### config.mk
export PLATFORM = sky130hd
export DESIGN_NAME = ctrl_stage_seq
export DESIGN_NICKNAME = d
export VERILOG_FILES = /design/src/rtl/ctrl_seq_pkg.sv /design/src/rtl/ctrl_seq_dp.sv /design/src/rtl/ctrl_seq_ctl.sv /design/src/rtl/ctrl_stage_seq.sv
export SDC_FILE = /design/constraint.sdc
export NUM_CORES = 1
export LEC_CHECK = 0
export BUFFER_PORTS_ARGS = -buffer_cell sky130_fd_sc_hd__buf_2
export CORE_ASPECT_RATIO = 1.4
export CORE_UTILIZATION = 50
export CTS_BUF_LIST = sky130_fd_sc_hd__clkbuf_16
export DETAILED_ROUTE_END_ITERATION = 7
export PLACE_DENSITY = 0.75
export SYNTH_ARGS = -nofsm -noshare
export SYNTH_HDL_FRONTEND = slang
export SYNTH_SLANG_ARGS = --single-unit
### constraint.sdc
create_clock -name clk -period 2 [get_ports clk]
set_clock_uncertainty 0.2 [all_clocks]
set_input_delay 0 -clock clk [delete_from_list [all_inputs] [get_ports clk]]
set_output_delay 0 -clock clk [all_outputs]
set_load 0.1 [all_outputs]
### src/rtl/ctrl_seq_pkg.sv
package ctrl_seq_pkg;
  localparam int SETUP_BYTES = 8;
  localparam int BYTE_W      = 8;
  localparam int ADDR_W      = 2;
  localparam int IRQ_N       = 2;
  localparam int CNT_W       = $clog2(SETUP_BYTES + 1) + 1;
  localparam int IDX_W       = $clog2(SETUP_BYTES);

  localparam logic [ADDR_W-1:0] REG_REQ_ACK  = 2'd0;
  localparam logic [ADDR_W-1:0] REG_DATA_CLR = 2'd1;
  localparam logic [ADDR_W-1:0] REG_EOP      = 2'd2;
  localparam logic [ADDR_W-1:0] REG_INT_CLR  = 2'd3;

  typedef enum logic [1:0] {
    ST_IDLE   = 2'd0,
    ST_SETUP  = 2'd1,
    ST_DATA   = 2'd2,
    ST_STATUS = 2'd3
  } stage_t;

  // strobes from control to datapath
  typedef struct packed {
    logic abort;
    logic capture;
    logic commit;
    logic dataLoad;
    logic setSetupIrq;
    logic setStatusIrq;
  } ctl_strb_t;

  // conditions from datapath to control
  typedef struct packed {
    logic reqAcked;
    logic dataSet;
    logic reqComplete;
    logic eopWrite;
  } dp_stat_t;
endpackage

### src/rtl/ctrl_seq_dp.sv
module ctrl_seq_dp
  import ctrl_seq_pkg::*;
(
  input  logic                   clk,
  input  logic                   rstN,
  input  ctl_strb_t              strb,
  input  logic                   rxValid,
  input  logic [BYTE_W-1:0]      rxData,
  input  logic                   cpuWrEn,
  input  logic [ADDR_W-1:0]      cpuAddr,
  input  logic [BYTE_W-1:0]      cpuWrData,
  output dp_stat_t               stat,
  output logic [IRQ_N-1:0]       intStat,
  output logic [BYTE_W-1:0]      reqType,
  output logic [BYTE_W-1:0]      reqCode,
  output logic [2*BYTE_W-1:0]    reqValue,
  output logic [2*BYTE_W-1:0]    reqIndex,
  output logic [2*BYTE_W-1:0]    reqLength
);
  logic [SETUP_BYTES-1:0][BYTE_W-1:0] reqBuf;
  logic [CNT_W-1:0] byteCnt;
  logic             reqAcked;
  logic             dataSetQ;
  logic [IRQ_N-1:0] irqSet;
  logic             unusedHi;

  assign unusedHi = ^cpuWrData[BYTE_W-1:IRQ_N];

  wire wrAck  = cpuWrEn && (cpuAddr == REG_REQ_ACK);
  wire wrDclr = cpuWrEn && (cpuAddr == REG_DATA_CLR) && cpuWrData[0];
  wire wrIclr = cpuWrEn && (cpuAddr == REG_INT_CLR);
  wire inRange = byteCnt < CNT_W'(SETUP_BYTES);

  // byte counter, saturating so over-long requests stay rejected
  always_ff @(posedge clk or negedge rstN) begin
    if (!rstN) byteCnt <= '0;
    else if (strb.abort) byteCnt <= '0;
    else if (strb.capture && byteCnt != '1) byteCnt <= byteCnt + 1'b1;
  end

  always_ff @(posedge clk or negedge rstN) begin
    if (!rstN) reqBuf <= '0;
    else if (strb.capture && inRange) reqBuf[byteCnt[IDX_W-1:0]] <= rxData;
  end

  always_ff @(posedge clk or negedge rstN) begin
    if (!rstN) begin
      reqType <= '0; reqCode <= '0;
      reqValue <= '0; reqIndex <= '0; reqLength <= '0;
    end else if (strb.commit) begin
      reqType   <= reqBuf[0];
      reqCode   <= reqBuf[1];
      reqValue  <= {reqBuf[3], reqBuf[2]};
      reqIndex  <= {reqBuf[5], reqBuf[4]};
      reqLength <= {reqBuf[7], reqBuf[6]};
    end
  end

  always_ff @(posedge clk or negedge rstN) begin
    if (!rstN) reqAcked <= 1'b0;
    else if (strb.abort) reqAcked <= 1'b0;
    else if (wrAck) reqAcked <= 1'b1;
  end

  always_ff @(posedge clk or negedge rstN) begin
    if (!rstN) dataSetQ <= 1'b0;
    else if (strb.abort) dataSetQ <= 1'b0;
    else if (strb.dataLoad) dataSetQ <= 1'b1;
    else if (wrDclr) dataSetQ <= 1'b0;
  end

  assign irqSet = {strb.setStatusIrq, strb.setSetupIrq};

  for (genvar g = 0; g < IRQ_N; g++) begin : g_irqLatch
    always_ff @(posedge clk or negedge rstN) begin
      if (!rstN) intStat[g] <= 1'b0;
      else if (irqSet[g]) intStat[g] <= 1'b1;
      else if (wrIclr && cpuWrData[g]) intStat[g] <= 1'b0;
    end
  end

  assign stat.reqAcked    = reqAcked;
  assign stat.dataSet     = dataSetQ;
  assign stat.reqComplete = (byteCnt == CNT_W'(SETUP_BYTES));
  assign stat.eopWrite    = cpuWrEn && (cpuAddr == REG_EOP) && !cpuWrData[0];
endmodule

### src/rtl/ctrl_seq_ctl.sv
module ctrl_seq_ctl
  import ctrl_seq_pkg::*;
(
  input  logic      clk,
  input  logic      rstN,
  input  logic      tokSetup,
  input  logic      tokOut,
  input  logic      tokIn,
  input  logic      rxValid,
  input  logic      rxEnd,
  input  logic      rxGood,
  input  logic      hsAck,
  input  dp_stat_t  stat,
  output stage_t    stage,
  output ctl_strb_t strb,
  output logic      sendNak,
  output logic      sendZlp,
  output logic      irqSetup,
  output logic      irqStatus
);
  stage_t stageNext;
  logic   outOpen, outOpenNext;
  logic   zlpWait, zlpWaitNext;
  logic   nakNext, zlpNext;

  always_comb begin
    stageNext   = stage;
    outOpenNext = outOpen;
    zlpWaitNext = zlpWait;
    nakNext     = 1'b0;
    zlpNext     = 1'b0;
    strb        = '0;
    strb.capture = (stage == ST_SETUP) && rxValid;
    if (tokSetup) begin
      stageNext   = ST_SETUP;
      strb.abort  = 1'b1;
      outOpenNext = 1'b0;
      zlpWaitNext = 1'b0;
    end else begin
      case (stage)
        ST_SETUP: begin
          if (rxEnd) begin
            if (rxGood && stat.reqComplete) begin
              stageNext        = ST_DATA;
              strb.commit      = 1'b1;
              strb.setSetupIrq = 1'b1;
            end else begin
              stageNext = ST_IDLE;
            end
          end
        end
        ST_DATA: begin
          if (tokOut) begin
            if (stat.reqAcked && !stat.dataSet) outOpenNext = 1'b1;
            else nakNext = 1'b1;
          end
          if (tokIn) nakNext = 1'b1;
          if (rxEnd && outOpen) begin
            outOpenNext   = 1'b0;
            strb.dataLoad = rxGood;
          end
          if (stat.eopWrite) begin
            stageNext   = ST_STATUS;
            outOpenNext = 1'b0;
          end
        end
        ST_STATUS: begin
          if (tokIn) begin
            zlpNext     = 1'b1;
            stageNext   = ST_IDLE;
            zlpWaitNext = 1'b1;
          end
          if (tokOut) nakNext = 1'b1;
        end
        default: ;
      endcase
      if (hsAck && zlpWait) begin
        strb.setStatusIrq = 1'b1;
        zlpWaitNext       = 1'b0;
      end
    end
  end

  always_ff @(posedge clk or negedge rstN) begin
    if (!rstN) begin
      stage     <= ST_IDLE;
      outOpen   <= 1'b0;
      zlpWait   <= 1'b0;
      sendNak   <= 1'b0;
      sendZlp   <= 1'b0;
      irqSetup  <= 1'b0;
      irqStatus <= 1'b0;
    end else begin
      stage     <= stageNext;
      outOpen   <= outOpenNext;
      zlpWait   <= zlpWaitNext;
      sendNak   <= nakNext;
      sendZlp   <= zlpNext;
      irqSetup  <= strb.setSetupIrq;
      irqStatus <= strb.setStatusIrq;
    end
  end
endmodule

### src/rtl/ctrl_stage_seq.sv
module ctrl_stage_seq
  import ctrl_seq_pkg::*;
(
  input  logic                clk,
  input  logic                rstN,
  input  logic                tokSetup,
  input  logic                tokOut,
  input  logic                tokIn,
  input  logic                rxValid,
  input  logic [BYTE_W-1:0]   rxData,
  input  logic                rxEnd,
  input  logic                rxGood,
  input  logic                hsAck,
  input  logic                cpuWrEn,
  input  logic [ADDR_W-1:0]   cpuAddr,
  input  logic [BYTE_W-1:0]   cpuWrData,
  output logic [1:0]          stage,
  output logic                sendNak,
  output logic                sendZlp,
  output logic                irqSetup,
  output logic                irqStatus,
  output logic [IRQ_N-1:0]    intStat,
  output logic                dataSet,
  output logic [BYTE_W-1:0]   reqType,
  output logic [BYTE_W-1:0]   reqCode,
  output logic [2*BYTE_W-1:0] reqValue,
  output logic [2*BYTE_W-1:0] reqIndex,
  output logic [2*BYTE_W-1:0] reqLength
);
  ctl_strb_t strb;
  dp_stat_t  stat;
  stage_t    stageQ;

  ctrl_seq_ctl i_ctl (
    .clk(clk), .rstN(rstN),
    .tokSetup(tokSetup), .tokOut(tokOut), .tokIn(tokIn),
    .rxValid(rxValid), .rxEnd(rxEnd), .rxGood(rxGood), .hsAck(hsAck),
    .stat(stat), .stage(stageQ), .strb(strb),
    .sendNak(sendNak), .sendZlp(sendZlp),
    .irqSetup(irqSetup), .irqStatus(irqStatus)
  );

  ctrl_seq_dp i_dp (
    .clk(clk), .rstN(rstN), .strb(strb),
    .rxValid(rxValid), .rxData(rxData),
    .cpuWrEn(cpuWrEn), .cpuAddr(cpuAddr), .cpuWrData(cpuWrData),
    .stat(stat), .intStat(intStat),
    .reqType(reqType), .reqCode(reqCode),
    .reqValue(reqValue), .reqIndex(reqIndex), .reqLength(reqLength)
  );

  assign stage   = stageQ;
  assign dataSet = stat.dataSet;
endmodule

After elaboration in Yosys (flattened, before gate mapping)
Cells that the tools add are included.

Bits in read-only memories: 0. Input port bits: 28. Memories kept: 0. Latch bits: 0. Bits in writable memories: 0. Flip-flop bits (word level): 145.

Bitwise logic cells: 0. Multiplexer cells: 47. Reductions and logical operators: 33. Divide/modulo/power cells: 0. $lt $le $gt $ge: 3. Add/subtract/negate cells: 1. Equality and inequality tests: 11. Multipliers: 0. Shifts and indexed selects: 0.

Operators with widths (count): 64-bit bitwise mux (1); 1-bit 2-to-1 mux (34); 8-bit demux with 3-bit select (1); 1-bit logical AND (16); 4-bit nonzero test (3); 2-bit 2-to-1 mux (5); 5-bit 2-to-1 mux (2); 2-bit nonzero test (5); 3-bit nonzero test (3); 2-bit equality test (second input constant) (4); 8-bit 2-to-1 mux (1); 3-bit != test (second input constant) (2); 2-bit one-hot mux with 3 select lines (1); 5-bit by 1-bit adder with 5-bit output (second input constant) (1); 5-bit by 4-bit equality test with 1-bit output (second input constant) (1); 5-bit by 4-bit < comparator with 1-bit output (second input constant) (1); 5-bit != test (second input constant) (1); 2-bit by 1-bit equality test with 1-bit output (second input constant) (2); 3-bit by 4-bit < comparator with 1-bit output (second input constant) (1); 4-bit 2-to-1 mux (1); 4-bit AND reduction (1); 3-bit by 1-bit greater-or-equal comparator with 1-bit output (second input constant) (1); 3-bit by 2-bit != test with 1-bit output (second input constant) (1); 3-bit AND reduction (1); 4 further kinds (5).

Longest topological paths before layout
Word-level depth: 8. Gate-level depth with buffers: 8.

Hierarchy
From an unflattened synthesis, not the netlist that was laid out.

Cell total of the unflattened synthesis: 367. Area total of the unflattened synthesis: 5679.2 sq um.

By module, submodules not included: ctrl_seq_dp (area each 5293.8 sq um, cells each 326, instances 1); ctrl_seq_ctl (area each 385.4 sq um, cells each 41, instances 1).

Least setup slack after synthesis
No wires, ideal clock.

Path type: reg-to-reg. Start: reg i_ctl.stage[0]. End: reg i_dp.reqCode[0]. Clock period less this slack: 2394 ps. Stages on the path, launching flop included: 6. Slack: -394 ps. Buffers on the path: 2. Data arrival time: 2066 ps. Library setup time: 128 ps. Path through: dfrtp_1 > nand4b_1 > nor3_2 > buf_6 > buf_8 > mux2_1.

Cells in the longest elaborated chain, start to end: 3.

RTL lines: start: declaration (line ctrl_seq_ctl.sv:14) `output stage_t stage,`; start signal: assignment (line ctrl_seq_ctl.sv:94) `stage <= stageNext;`; 2-bit by 1-bit equality test with 1-bit output (line ctrl_seq_ctl.sv:40) `case (stage)`; 1-bit 2-to-1 mux (line ctrl_seq_ctl.sv:40); 4-bit 2-to-1 mux (line ctrl_seq_ctl.sv:34) `if (tokSetup) begin`; end signal: assignment (line ctrl_seq_dp.sv:52) `reqCode <= reqBuf[1];`; end: declaration (line ctrl_seq_dp.sv:15) `output logic [BYTE_W-1:0] reqCode,`.

Every way passes these cells. A chain may end at the register's enable or synchronous reset.

Worst setup path in the final report
Start: reg i_dp.byteCnt[1]. End: reg i_dp.byteCnt[2].

Cells in the longest elaborated chain, start to end: 3. Elaborated cells between the ends (all ways): 6. Classes of those cells: add/sub (1); eq/ne (1); mux (2); reduce/logical (2).

RTL lines: start: declaration (line ctrl_seq_dp.sv:21) `logic [CNT_W-1:0] byteCnt;`; start signal: assignment (line ctrl_seq_dp.sv:38) `else if (strb.capture && byteCnt != '1) byteCnt <= byteCnt + 1'b1;`; 5-bit by 1-bit adder with 5-bit output or 5-bit != test (tied branches) (line ctrl_seq_dp.sv:38); 5-bit 2-to-1 mux or 1-bit logical AND (tied branches) (line ctrl_seq_dp.sv:38); 5-bit 2-to-1 mux or 2-bit nonzero test (tied branches).

Several ways; a longest one is shown, not always the timed one. The select of a mux whose other input is x is not followed.

==> summary.txt <==
Global route
  • Vias in the first global route: 3624
  • Largest net degree at the start of global routing: 97
  • GRT Util Overall: a little over a fifth
  • GR Overflow Total: 0
  • Antenna violations before repair: 0
  • First-pass GRT wire length: about 19 mm

Worst setup path
  • Setup crit start kind: flip-flop
  • Reg2reg path depth: 6
  • Reg-to-reg slack, setup: -0.05 ns
  • Setup Crit Path Kind: flip-flop to flip-flop
  • Worst setup EP type: flip-flop
  • Worst R2R End: i_dp.byteCnt[2]$_DFFE_PN0P_
  • Worst r2r src: i_dp.byteCnt[1]$_DFFE_PN0P_
  • Worst path required time: ~2.1 ns
  • Max Fanout on Critical Path: 5
  • Worst Path Arrival: around 2.2 ns

STA
  • Period minus WS final: slightly above 2 ns
  • Unrepaired setup endpoints after global routing: true
  • Post-route setup slack: -0.0534 ns
  • Worst-Margin Slew: ~0.5 ns
  • Relative slew slack: roughly 67%
  • Hold Vio Cnt, Final: 0
  • Final period util: 103%
  • Highest clock rate: approximately 490 MHz
  • Max Slew Vio Count: 0
  • Final setup fails: 15
  • Tightest hold margin: roughly 0.25 ns

Final layout
  • Commonest non-fill, non-tap cell in the layout: dfrtp_1
  • Most frequent cells in the layout: 143 x dfrtp_1, 93 x buf_2, 79 x mux2_2
  • Nets: approximately 550
  • P&R area growth vs syn: 34.1%
  • Antenna fix cells: 0
  • Non-Filler Instances: roughly 680
  • Layout cell share with drive strength beyond 1: between 50% and 60%

Detailed routing
  • Via count: 3585
  • DR pass1 iterations: 4
  • WL/cell: between 15 and 20 um
  • Vias/cell: 5.29
  • # DRC: 0
  • Routed Antenna Nets: 0
  • Detailed Route WL: between 10 and 15 mm
  • 1st-iter DRT viols: 130

Logic synthesis
  • Mapped Cells: around 370
  • Register bit total from synthesis: ~150
  • Adder-cell share of the synthesized area: 0.652%
  • Post-Synth XOR/XNOR Area: 0%
  • Syn_nets: between 300 and 400
  • Yosys cell types: 40
  • Multiplexer share of the synthesized area: between 20% and 30%
  • Sequential area share after synthesis: ~63%
  • Largest family of logic cells by synthesized area: multiplexers
  • Post-synthesis simple-gate area fraction: under 10%
  • Avg Inst Size Synth: between 15 and 20 sq um
  • Synth Cell Area: 5760 sq um
  • Yosys warns: 0
  • Synth Area in Compound Gates: under 10%

Floorplan
  • Die height: 129 um
  • Die W: roughly 93 um
  • Initial Utilization: roughly half
  • Die ar.: between 10000 and 15000 sq um
  • Core area: about 11000 sq um
  • Num rows: between 40 and 50
  • Io pins: 101

Placement
  • Inst Count DP: 610
  • Buffers on Ports: 94
  • Final HPWL DP: 7.71 mm
  • RePlAce Congestion: 0.915

Clock tree
  • Num CTS Buffers: 17
  • H-tree Lvls: 4
  • Worst skew pair latency: roughly 0.40 ns
  • CTS Root Buffer Type: clkbuf_16
  • Reg clk slew, reported paths: 0.06 ns
  • Total clock sinks: ~150
  • CTS Buffer Depth: 2
  • CTS tree: built

Hold path
  • Hold WC Path Type: primary input to flip-flop
  • Hold depth: 4
  • WHS Endpoint: i_ctl.sendNak$_DFF_PN0_
  • HP Start: tokOut

Job
  • Maxcap violations: 0

Pwr
  • Leak: 3.98 nW
  • Power Density: slightly below 900 nW/um^2
  • Worst vdd ir: around 0.6 mV

Outcome
  • Violations in the final reports: setup timing
  • Outcome: finished, violations left
[report_power, final]
group | internal (W) | total, W | switching [W]
registers | 0.00311 | 0.00320 | 0.0000926
clock network | 0.00193 | 0.00308 | 0.00115
logic | 0.000228 | 0.000442 | 0.000214
[state kept, by name (all words and copies together), names as in the netlist, 2 cells and up]
register	cells
i_dp.reqBuf	64
i_dp.reqLength	16
i_dp.reqType	8
i_dp.reqValue	16
i_ctl.stage	2
i_dp.reqCode	8
i_dp.intStat	2
i_dp.byteCnt	5
i_dp.reqIndex	16
[logic make-up after synthesis]
| kind of cell | Yosys count |
|---|---|
| adder cells (fa/ha/maj) | 3 |
| AND/OR/NAND/NOR | 55 |
| flip-flops | 145 |
| buffers and inverters | 18 |
| multiplexers | 130 |
| AO/OA/AOI/OAI | 15 |
[per-layer routing]
metal | global-route usage (%) | wire [um] | share of wire, % | up-vias
met5 | 0 | 0 | 0 | -
met4 | 5.70 | 117 | 0.94 | 0
met3 | 5.56 | 402 | 3.2 | 8
met2 | 38.8 | 6840 | 55 | 81
met1 | 24.7 | 5090 | 41 | 1876
li1 | - | - | - | 1620
[worst max path at each step]
stage                                startpoint                           to
CTS                 i_dp.byteCnt[0]$_DFFE_PN0P_  i_dp.reqCode[2]$_DFFE_PN0P_
detailed placement  i_dp.byteCnt[0]$_DFFE_PN0P_  i_dp.byteCnt[0]$_DFFE_PN0P_
floorplan            i_ctl.stage[1]$_DFFE_PN0P_  i_dp.reqCode[0]$_DFFE_PN0P_
global placement    i_dp.byteCnt[0]$_DFFE_PN0P_  i_dp.byteCnt[3]$_DFFE_PN0P_
finish              i_dp.byteCnt[1]$_DFFE_PN0P_  i_dp.byteCnt[2]$_DFFE_PN0P_
global route        i_dp.byteCnt[1]$_DFFE_PN0P_  i_dp.byteCnt[2]$_DFFE_PN0P_
[critical path, cell delays in order (launching register included)]
cell and delay, ns:
dfrtp_1 0.41, ha_2 0.21, and3_1 0.21, ha_4 0.17, nand4bb_4 0.25, or3_4 0.36
a21oi_2 0.16
[synth_stat cells]
library cell / n / area share, %
nand4_4: 2 / 0.74
and2_1: 1 / 0.11
dfrtp_1: 145 / 63
a21oi_1: 7 / 0.61
o21ai_0: 2 / 0.17
mux2_2: 86 / 17
inv_1: 4 / 0.26
buf_4: 2 / 0.26
a21o_1: 2 / 0.26
a31o_2: 1 / 0.15
buf_2: 4 / 0.35
nand4bb_1: 3 / 0.59
buf_8: 4 / 1.0
or3b_2: 1 / 0.15
o21ba_2: 1 / 0.17
nand2_2: 4 / 0.43
nor2_1: 9 / 0.59
o31ai_1: 1 / 0.13
nand4_1: 3 / 0.33
and4b_1: 1 / 0.17
nand2_1: 10 / 0.65
and3_1: 1 / 0.11
nor4_2: 1 / 0.22
ha_1: 3 / 0.65
nand2b_1: 2 / 0.22
nand4b_1: 2 / 0.30
mux2i_1: 1 / 0.17
nor4b_2: 1 / 0.26
nand3_1: 2 / 0.17
clkbuf_1: 1 / 0.065
mux2_1: 43 / 8.4
a211o_1: 1 / 0.15
or3_1: 2 / 0.22
buf_6: 3 / 0.59
nor2b_1: 2 / 0.22
nand3_2: 2 / 0.35
nor3_1: 1 / 0.087
nor3b_1: 2 / 0.26
nor4bb_1: 2 / 0.35
nor3_2: 1 / 0.17
[cell type report]
class                           instances  area, sq um
Fill cell                             801         3560
Clock buffer                           17          425
Multi-Input combinational cell        203         2230
Tap cell                              144          180
Clock inverter                         15          151
Sequential cell                       145         3640
Inverter                                4         15.0
Timing Repair Buffer                  150         1080
[timing repair]
action,in CTS,in global routing
cloned,0,2
hold endpoints to repair,225,0
hold buffers,30,0
setup endpoints to repair,68,79
pin swaps,1,7
setup buffers,2,2
gates resized for setup,2,55
[metrics by stage]
step | total power, W | TNS (ns) | utilization [%] | setup WS [ns] | cell area, sq um
floorplan | 0.00343 | -2.67 | - | -0.0607 | 5790
global placement | 0.00359 | 0 | 57.8 | 0.0217 | 6520
detailed placement | 0.00362 | -0.764 | 57.8 | -0.0882 | 6520
CTS | 0.00674 | -0.872 | 65.8 | -0.0428 | 7430
global route | 0.00696 | -3.74 | 68.4 | -0.126 | 7720
finish | 0.00672 | -0.274 | 68.4 | -0.0534 | 7720
Power figures use the tool's default switching activity.
